--- src/rtl/stepshift_pkg.sv ---
package stepshift_pkg;

    localparam int unsigned DEF_DATA_W = 14;
    localparam int unsigned DEF_CNT_W  = 5;

    typedef enum logic {
        SHIFT_UP   = 1'b0,
        SHIFT_DOWN = 1'b1
    } shift_dir_e;

    typedef struct packed {
        logic step;
        logic finish;
    } seq_ctl_t;

    function automatic seq_ctl_t decode_ctl(input logic cnt_zero, input logic done_now);
        seq_ctl_t c;
        c.step   = !done_now && !cnt_zero;
        c.finish = !done_now && cnt_zero;
        return c;
    endfunction

    function automatic shift_dir_e to_dir(input logic neg);
        return neg ? SHIFT_DOWN : SHIFT_UP;
    endfunction

endpackage

--- src/rtl/stepshift_counter.sv ---
module stepshift_counter
    import stepshift_pkg::*;
#(
    parameter int unsigned CNT_W = DEF_CNT_W
) (
    input  logic             clk,
    input  logic             restart_i,
    input  logic [CNT_W-1:0] mag_i,
    output logic [CNT_W-1:0] cnt_o,
    output logic             step_o,
    output logic             done_o
);
    logic [CNT_W-1:0] cnt_q;
    logic             done_q;
    seq_ctl_t         ctl;

    always_comb begin
        ctl = decode_ctl(cnt_q == '0, done_q);
    end

    always_ff @(posedge clk) begin
        if (restart_i) begin
            cnt_q  <= mag_i;
            done_q <= 1'b0;
        end else if (ctl.step) begin
            cnt_q  <= cnt_q - 1'b1;
        end else if (ctl.finish) begin
            done_q <= 1'b1;
        end
    end

    assign cnt_o  = cnt_q;
    assign step_o = ctl.step;
    assign done_o = done_q;
endmodule

--- src/rtl/stepshift_datapath.sv ---
module stepshift_datapath
    import stepshift_pkg::*;
#(
    parameter int unsigned DATA_W = DEF_DATA_W
) (
    input  logic              clk,
    input  logic              restart_i,
    input  logic [DATA_W-1:0] din_i,
    input  logic              neg_i,
    input  logic              step_i,
    output logic [DATA_W-1:0] result_o,
    output shift_dir_e        dir_o
);
    logic [DATA_W-1:0] word_q;
    logic [DATA_W-1:0] word_nx;
    shift_dir_e        dir_q;

    for (genvar i = 0; i < DATA_W; i++) begin : g_bit
        logic from_below;
        logic from_above;
        if (i == 0) begin : g_lsb
            assign from_below = 1'b0;
        end else begin : g_mid_lo
            assign from_below = word_q[i-1];
        end
        if (i == DATA_W - 1) begin : g_msb
            assign from_above = 1'b0;
        end else begin : g_mid_hi
            assign from_above = word_q[i+1];
        end
        assign word_nx[i] = (dir_q == SHIFT_DOWN) ? from_above : from_below;
    end

    always_ff @(posedge clk) begin
        if (restart_i) begin
            word_q <= din_i;
            dir_q  <= to_dir(neg_i);
        end else if (step_i) begin
            word_q <= word_nx;
        end
    end

    assign result_o = word_q;
    assign dir_o    = dir_q;
endmodule

--- src/rtl/seq_step_shifter.sv ---
module seq_step_shifter
    import stepshift_pkg::*;
#(
    parameter int unsigned DATA_W = DEF_DATA_W,
    parameter int unsigned CNT_W  = DEF_CNT_W
) (
    input  logic              clk,
    input  logic              rst,
    input  logic              load,
    input  logic [DATA_W-1:0] din,
    input  logic              amt_neg,
    input  logic [CNT_W-1:0]  amt_mag,
    output logic [DATA_W-1:0] result,
    output logic              done
);
    logic             restart;
    logic             step;
    logic [CNT_W-1:0] cnt_q;
    shift_dir_e       dir_q;

    assign restart = rst | load;

    stepshift_counter #(.CNT_W(CNT_W)) ctr_i (
        .clk       (clk),
        .restart_i (restart),
        .mag_i     (amt_mag),
        .cnt_o     (cnt_q),
        .step_o    (step),
        .done_o    (done)
    );

    stepshift_datapath #(.DATA_W(DATA_W)) dp_i (
        .clk       (clk),
        .restart_i (restart),
        .din_i     (din),
        .neg_i     (amt_neg),
        .step_i    (step),
        .result_o  (result),
        .dir_o     (dir_q)
    );
endmodule

--- config.mk ---
export PLATFORM = sky130hd
export DESIGN_NAME = seq_step_shifter
export DESIGN_NICKNAME = d
export VERILOG_FILES = /design/src/rtl/stepshift_pkg.sv /design/src/rtl/stepshift_counter.sv /design/src/rtl/stepshift_datapath.sv /design/src/rtl/seq_step_shifter.sv
export SDC_FILE = /design/constraint.sdc
export NUM_CORES = 1
export LEC_CHECK = 0
export ABC_AREA = 0
export ABC_CLOCK_PERIOD_IN_PS = 2100
export BUFFER_PORTS_ARGS = -buffer_cell sky130_fd_sc_hd__buf_2
export CAP_MARGIN = 5
export CORE_ASPECT_RATIO = 1.4
export CORE_MARGIN = 10
export CORE_UTILIZATION = 40
export CTS_BUF_LIST = sky130_fd_sc_hd__clkbuf_2 sky130_fd_sc_hd__clkbuf_4 sky130_fd_sc_hd__clkbuf_8
export CTS_CLUSTER_DIAMETER = 120
export DETAILED_ROUTE_END_ITERATION = 6
export PLACE_DENSITY = 0.66
export SLEW_MARGIN = 20
export SYNTH_ARGS = -nofsm -noshare
export SYNTH_HDL_FRONTEND = slang
export SYNTH_HIERARCHICAL = 1
export SYNTH_SLANG_ARGS = --single-unit
--- constraint.sdc ---
create_clock -name clk -period 2.1 [get_ports clk]
set_clock_uncertainty 0.15 [all_clocks]
set_input_delay 0.315 -clock clk [delete_from_list [all_inputs] [get_ports clk]]
set_output_delay 0.315 -clock clk [all_outputs]
set_load 0.02 [all_outputs]
Word level (Yosys, flattened, before mapping)
Cells that the tools add are included.
{ "classes": {"n_addsub": 1, "multipliers": 0, "div": 0, "order_cmp": 0, "n_eq_ne": 0, "shift": 0, "mux": 19, "bitwise_logic": 2, "reduce_logical": 7} }
{ "ops": {"columns": ["cell", "n"], "rows": [
  ["2-to-1 mux 14 bit", 2],
  ["2-to-1 mux 1 bit", 15],
  ["2-to-1 mux 5 bit", 2],
  ["zero test 5 bit", 1],
  ["subtractor 5 x 1 -> 5 bit, second input constant", 1],
  ["logical AND 1 bit", 2],
  ["zero test 1 bit", 2],
  ["AND reduction 2 bit", 1],
  ["nonzero test 2 bit", 1],
  ["inverter 1 bit", 1],
  ["bitwise OR 1 bit", 1]
]} }
{ "totals": {"register_bits": 21, "latch_bits": 0, "mem_bits_rw": 0, "romBits": 0, "inputBits": 23, "output_inout_bits": 15, "n_memories": 0} }

Longest topological paths before layout
{ "logic_depth": {"ltp_word": 5, "mapped_depth": 5} }

Hierarchy
The synthesis kept the hierarchy.
{ "by_module_without_submodules": {"columns": ["module", "instances", "cells_per_inst", "area_per_inst_um2", "seq_area_each_um2"], "rows": [
  ["stepshift_datapath", 1, 63, 757.0, 450.4],
  ["stepshift_counter", 1, 28, 306.5, 170.2],
  ["seq_step_shifter", 1, 1, 6.3, 0.0]
]} }

Worst setup path before layout
OpenSTA, ideal clock, no wires.
{ "synth_timing": {"path_type": "reg-to-reg", "start": "reg ctr_i.cnt_q[0], in the netlist ctr_i/cnt_o[0]", "end": "reg dp_i.word_q[0], in the netlist dp_i/result_o[0] (enable)", "setup_ns": 0.286, "arrival_ns": 1.309, "path_slack_ns": 0.355, "path_stages_with_launch": 6, "n_path_buf": 0, "synth_period_minus_slack_ns": 1.745, "cell_sequence": "edfxtp_1 inv_1 ha_1 nor3b_2 a21oi_2 or2_2"} }
{ "synth_between": {"elab_chain_cells": 4} }
{ "synth_rtl": {"columns": ["item", "line", "text"], "rows": [
  ["from (decl)", "stepshift_counter.sv:13", "logic [CNT_W-1:0] cnt_q;"],
  ["from (signal assigned)", "stepshift_counter.sv:23", "cnt_q <= mag_i;"],
  ["from (signal assigned)", "stepshift_counter.sv:26", "cnt_q <= cnt_q - 1'b1;"],
  ["zero test 5 bit", "stepshift_counter.sv:18", "ctl = decode_ctl(cnt_q == '0, done_q);"],
  ["zero test 1 bit", "stepshift_pkg.sv:18", "c.step = !done_now && !cnt_zero;"],
  ["logical AND 1 bit", "stepshift_pkg.sv:18", null],
  ["via step", "seq_step_shifter.sv:17", "logic step;"],
  ["nonzero test 2 bit (no line)", null, null],
  ["to (signal assigned)", "stepshift_datapath.sv:36", "word_q <= din_i;"],
  ["to (signal assigned)", "stepshift_datapath.sv:39", "word_q <= word_nx;"],
  ["to (decl)", "stepshift_datapath.sv:14", "logic [DATA_W-1:0] word_q;"]
]} }
The timed path passes the listed nets, and every way through them passes these cells.
A chain may end at the register's enable or synchronous reset.

Worst setup path after layout
{ "layout_timing": {"start": "reg ctr_i.cnt_q[0], in the netlist ctr_i/cnt_o[0]", "end": "reg dp_i.word_q[13], in the netlist dp_i/result_o[13] (enable)"} }
The elaborated chain is that of the path after synthesis.

==> results.py <==
metrics = {
    "setup_path": {
        "crit_slowest_cell": "edfxtp_1",
        "crit_cells": 5,
        "cp_cell_sequence": "inv_1 > ha_1 > nor3b_2 > a21oi_2 > or2_2",
        "path_max_fanout": 14,
        "cp_top_family": "simple AND/OR/NAND/NOR gates",
        "r2r_cells": 5,
        "timing.rr.start": "ctr_i/cnt_o[0]$_DFFE_PP_",
        "crit_path_start_kind": "flop",
        "startpoint": "ctr_i/cnt_o[0]$_DFFE_PP_",
        "path_class": "reg -> reg",
        "cp.arrival_ns": 1.74,
        "required_ns": 1.98,
        "end_kind": "flop",
        "max_stage_delay_ns": 0.43,
        "path_buf_inv": 1,
    },
    "power_and_ir_drop": {
        "power.internal_uw": 662,
        "switching_power_uw": 255,
        "power.density_mw_per_mm2": 715,
        "ir_drop_uv": 538,
        "clkPwrFrac_pct": 20.3,
        "seqPwrFrac_pct": 60.0,
        "p_leak_uw": 0.000593,
        "comb_power_share_pct": 19.7,
        "swShare_pct": 27.8,
    },
    "cells_and_area": {
        "fin_area_mm2": 0.00128,
        "num-fill-cells": 266,
        "instances_no_fill": 164,
        "final_nets": 153,
        "antenna-diode-count": 0,
        "area_delta_synth_final_pct": 20.0,
        "layout-drive-gt1-share_pct": 35.9,
    },
    "place": {
        "dpl_cell_area_mm2": 0.00126,
        "io_buffers": 37,
        "place_congestion": 0.680,
        "hpwl_mm": 1.80,
        "dp.cells": 160,
    },
    "global_route": {
        "first_global_vias": 807,
        "overflow": 0,
        "grt_max_degree": 30,
        "grt_pass1_wl_mm": 3.76,
        "antenna_found_initial": 0,
        "grt_usage_pct": 8.99,
    },
    "logic_synthesis": {
        "synth_async_sr_flop_share_pct": 0,
        "synth_edf_count": 20,
        "yosysWarningCount": 6,
        "synth_area_mm2": 0.00107,
        "synth.avg_cell_area_um2": 11.6,
        "syn_nets": 116,
        "synth_ff_type": "edfxtp_1",
        "yosysUniqueCellTypes": 23,
        "seq_area_frac_synth_pct": 58.0,
        "syn_inst": 92,
        "ys_ff_latch": 21,
    },
    "die": {
        "placementRows": 22,
        "fp.dieW_um": 63.7,
        "die_height_um": 81.2,
        "initial_core_util_pct": 41.3,
        "core-area_mm2": 0.00259,
        "io_pins": 38,
        "dieArea_mm2": 0.00517,
    },
    "clock_network": {
        "insertion_delay_ns": 0.30,
        "root_buffer": "clkbuf_4",
        "clk_pin_slew_ns": 0.11,
        "cts_max_path_buffers": 2,
        "ctsHtreeMaxLevel": 1,
        "numCtsBuffers": 3,
        "clock_sinks": 21,
        "cts_tree": "done",
        "cts_setup_buffers": 0,
        "cts_resized": 0,
        "ctsHoldBuffers": 0,
    },
    "run": {
        "max-cap-violations": 0,
    },
    "drt": {
        "via_count": 752,
        "dr.pass1.iters": 3,
        "drt_iter0_markers": 11,
        "postRouteAntennaNets": 0,
        "drc_errors": 0,
        "wl_per_cell_um": 13.7,
        "drt_wl_total_mm": 2.24,
        "drt-vias-per-instance": 4.59,
    },
    "sta": {
        "fmax_mhz": 538,
        "timing.final.crit_share_pct": 88.6,
        "hold_viol_final": 0,
        "max_slew_margin_pct": 53.8,
        "rsz0062_at_grt": "no",
        "worst_slew_pin_slew_ns": 0.693,
        "drv_slew": 0,
        "setup_tns_ns": 0,
        "post-route-min-period_ns": 1.86,
        "setup_violations": 0,
    },
    "hold_path": {
        "worstHoldPathType": "in -> reg",
        "min-delay-start": "amt_neg",
        "min_path_cells": 1,
    },
    "run_status": {
        "outcome": "finished clean",
    },
}
==> metrics by stage <==
stage                     setup WS, ns  hold slack [ns]  utilization, %  power [µW]
after detailed placement         0.233            0.333            48.5         745
final                            0.240           0.0332            49.6         917
after floorplan                  0.355            0.264               -         683
after CTS                        0.218           0.0286            49.6         926
after global routing            0.0906           0.0166            49.6         973
after global placement           0.291            0.345            48.5         739
==> sequential cells by signal, summed over array words and instances (netlist names) <==
register       flops
ctr_i/done_o       1
dp_i/result_o     14
dp_i/dir_o         1
ctr_i/cnt_o        5
==> power by group through the flow <==
stage               registers, µW  logic (µW)  clock network [µW]
finish                        550         181                 187
global route                  559         202                 212
CTS                           552         184                 190
detailed placement            561         184                   0
global placement              559         180                   0
floorplan                     581         102                   0
==> routing by layer <==
| layer | share of wire [%] | routed length, µm | track usage [%] | up-vias |
|---|---|---|---|---|
| li1 | - | - | - | 395 |
| met1 | 42 | 932 | 9.95 | 329 |
| met2 | 48 | 1070 | 14.4 | 24 |
| met3 | 9.0 | 201 | 3.99 | 4 |
| met4 | 1.8 | 41 | 4.61 | 0 |
| met5 | 0 | 0 | 0 | - |
==> worst paths after layout <==
check                                                    to  slack, ns
worst min register to register    ctr_i/done_o$_SDFFE_PP0P_       0.38
worst max-delay path            dp_i/result_o[13]$_DFFE_PP_       0.24
worst max register to register  dp_i/result_o[13]$_DFFE_PP_       0.24
worst min-delay path                   dp_i/dir_o$_DFFE_PP_       0.03
==> placed cells by master (no fill, tap or decap) <==
| cell | instances |
|---|---|
| buf_2 | 37 |
| edfxtp_1 | 20 |
| nand2_1 | 19 |
| mux2i_1 | 12 |
| o21ai_1 | 10 |
| o21ai_0 | 8 |
| clkbuf_4 | 3 |
| inv_1 | 3 |
| or2_1 | 2 |
| xnor2_1 | 2 |
| clkinv_2 | 1 |
| nor3_1 | 1 |
| xor2_1 | 1 |
| mux2_2 | 1 |
| nor3b_2 | 1 |
| a21oi_2 | 1 |
| nor2_1 | 1 |
| ha_1 | 1 |
| dfxtp_1 | 1 |
| or2_2 | 1 |
| nand2b_1 | 1 |
| buf_4 | 1 |
==> kinds of logic after synthesis <==
family / after synthesis / synth area share (%)
AOI/OAI and AO/OA: 19 / 9.24
xor gates and xnor gates: 3 / 2.46
and+or+nand+nor: 26 / 11.0
adders and majority gates: 1 / 1.17
DFF: 21 / 58.0
muxes: 13 / 12.3
buffers and inverters: 9 / 5.85
==> layout make-up <==
class	count	area, µm²	area share (%)
sequential	21	621	48.3
multi-input combinational	62	387	30.1
timing repair buffer	38	193	15.0
tap	36	45.0	3.51
clock buffer	3	22.5	1.75
inverter	3	11.3	0.877
clock inverter	1	5.00	0.390
==> Yosys cell counts, drive strengths merged, types with 2 or more instances <==
cell,n,area share (%)
edfxtp,20,56
nand2,19,6.7
o21ai,18,8.4
mux2i,12,11
buf,4,4.1
inv,3,1.1
or2,3,1.8
clkbuf,2,0.70
xnor2,2,1.6
Power figures use the tool's default switching activity.
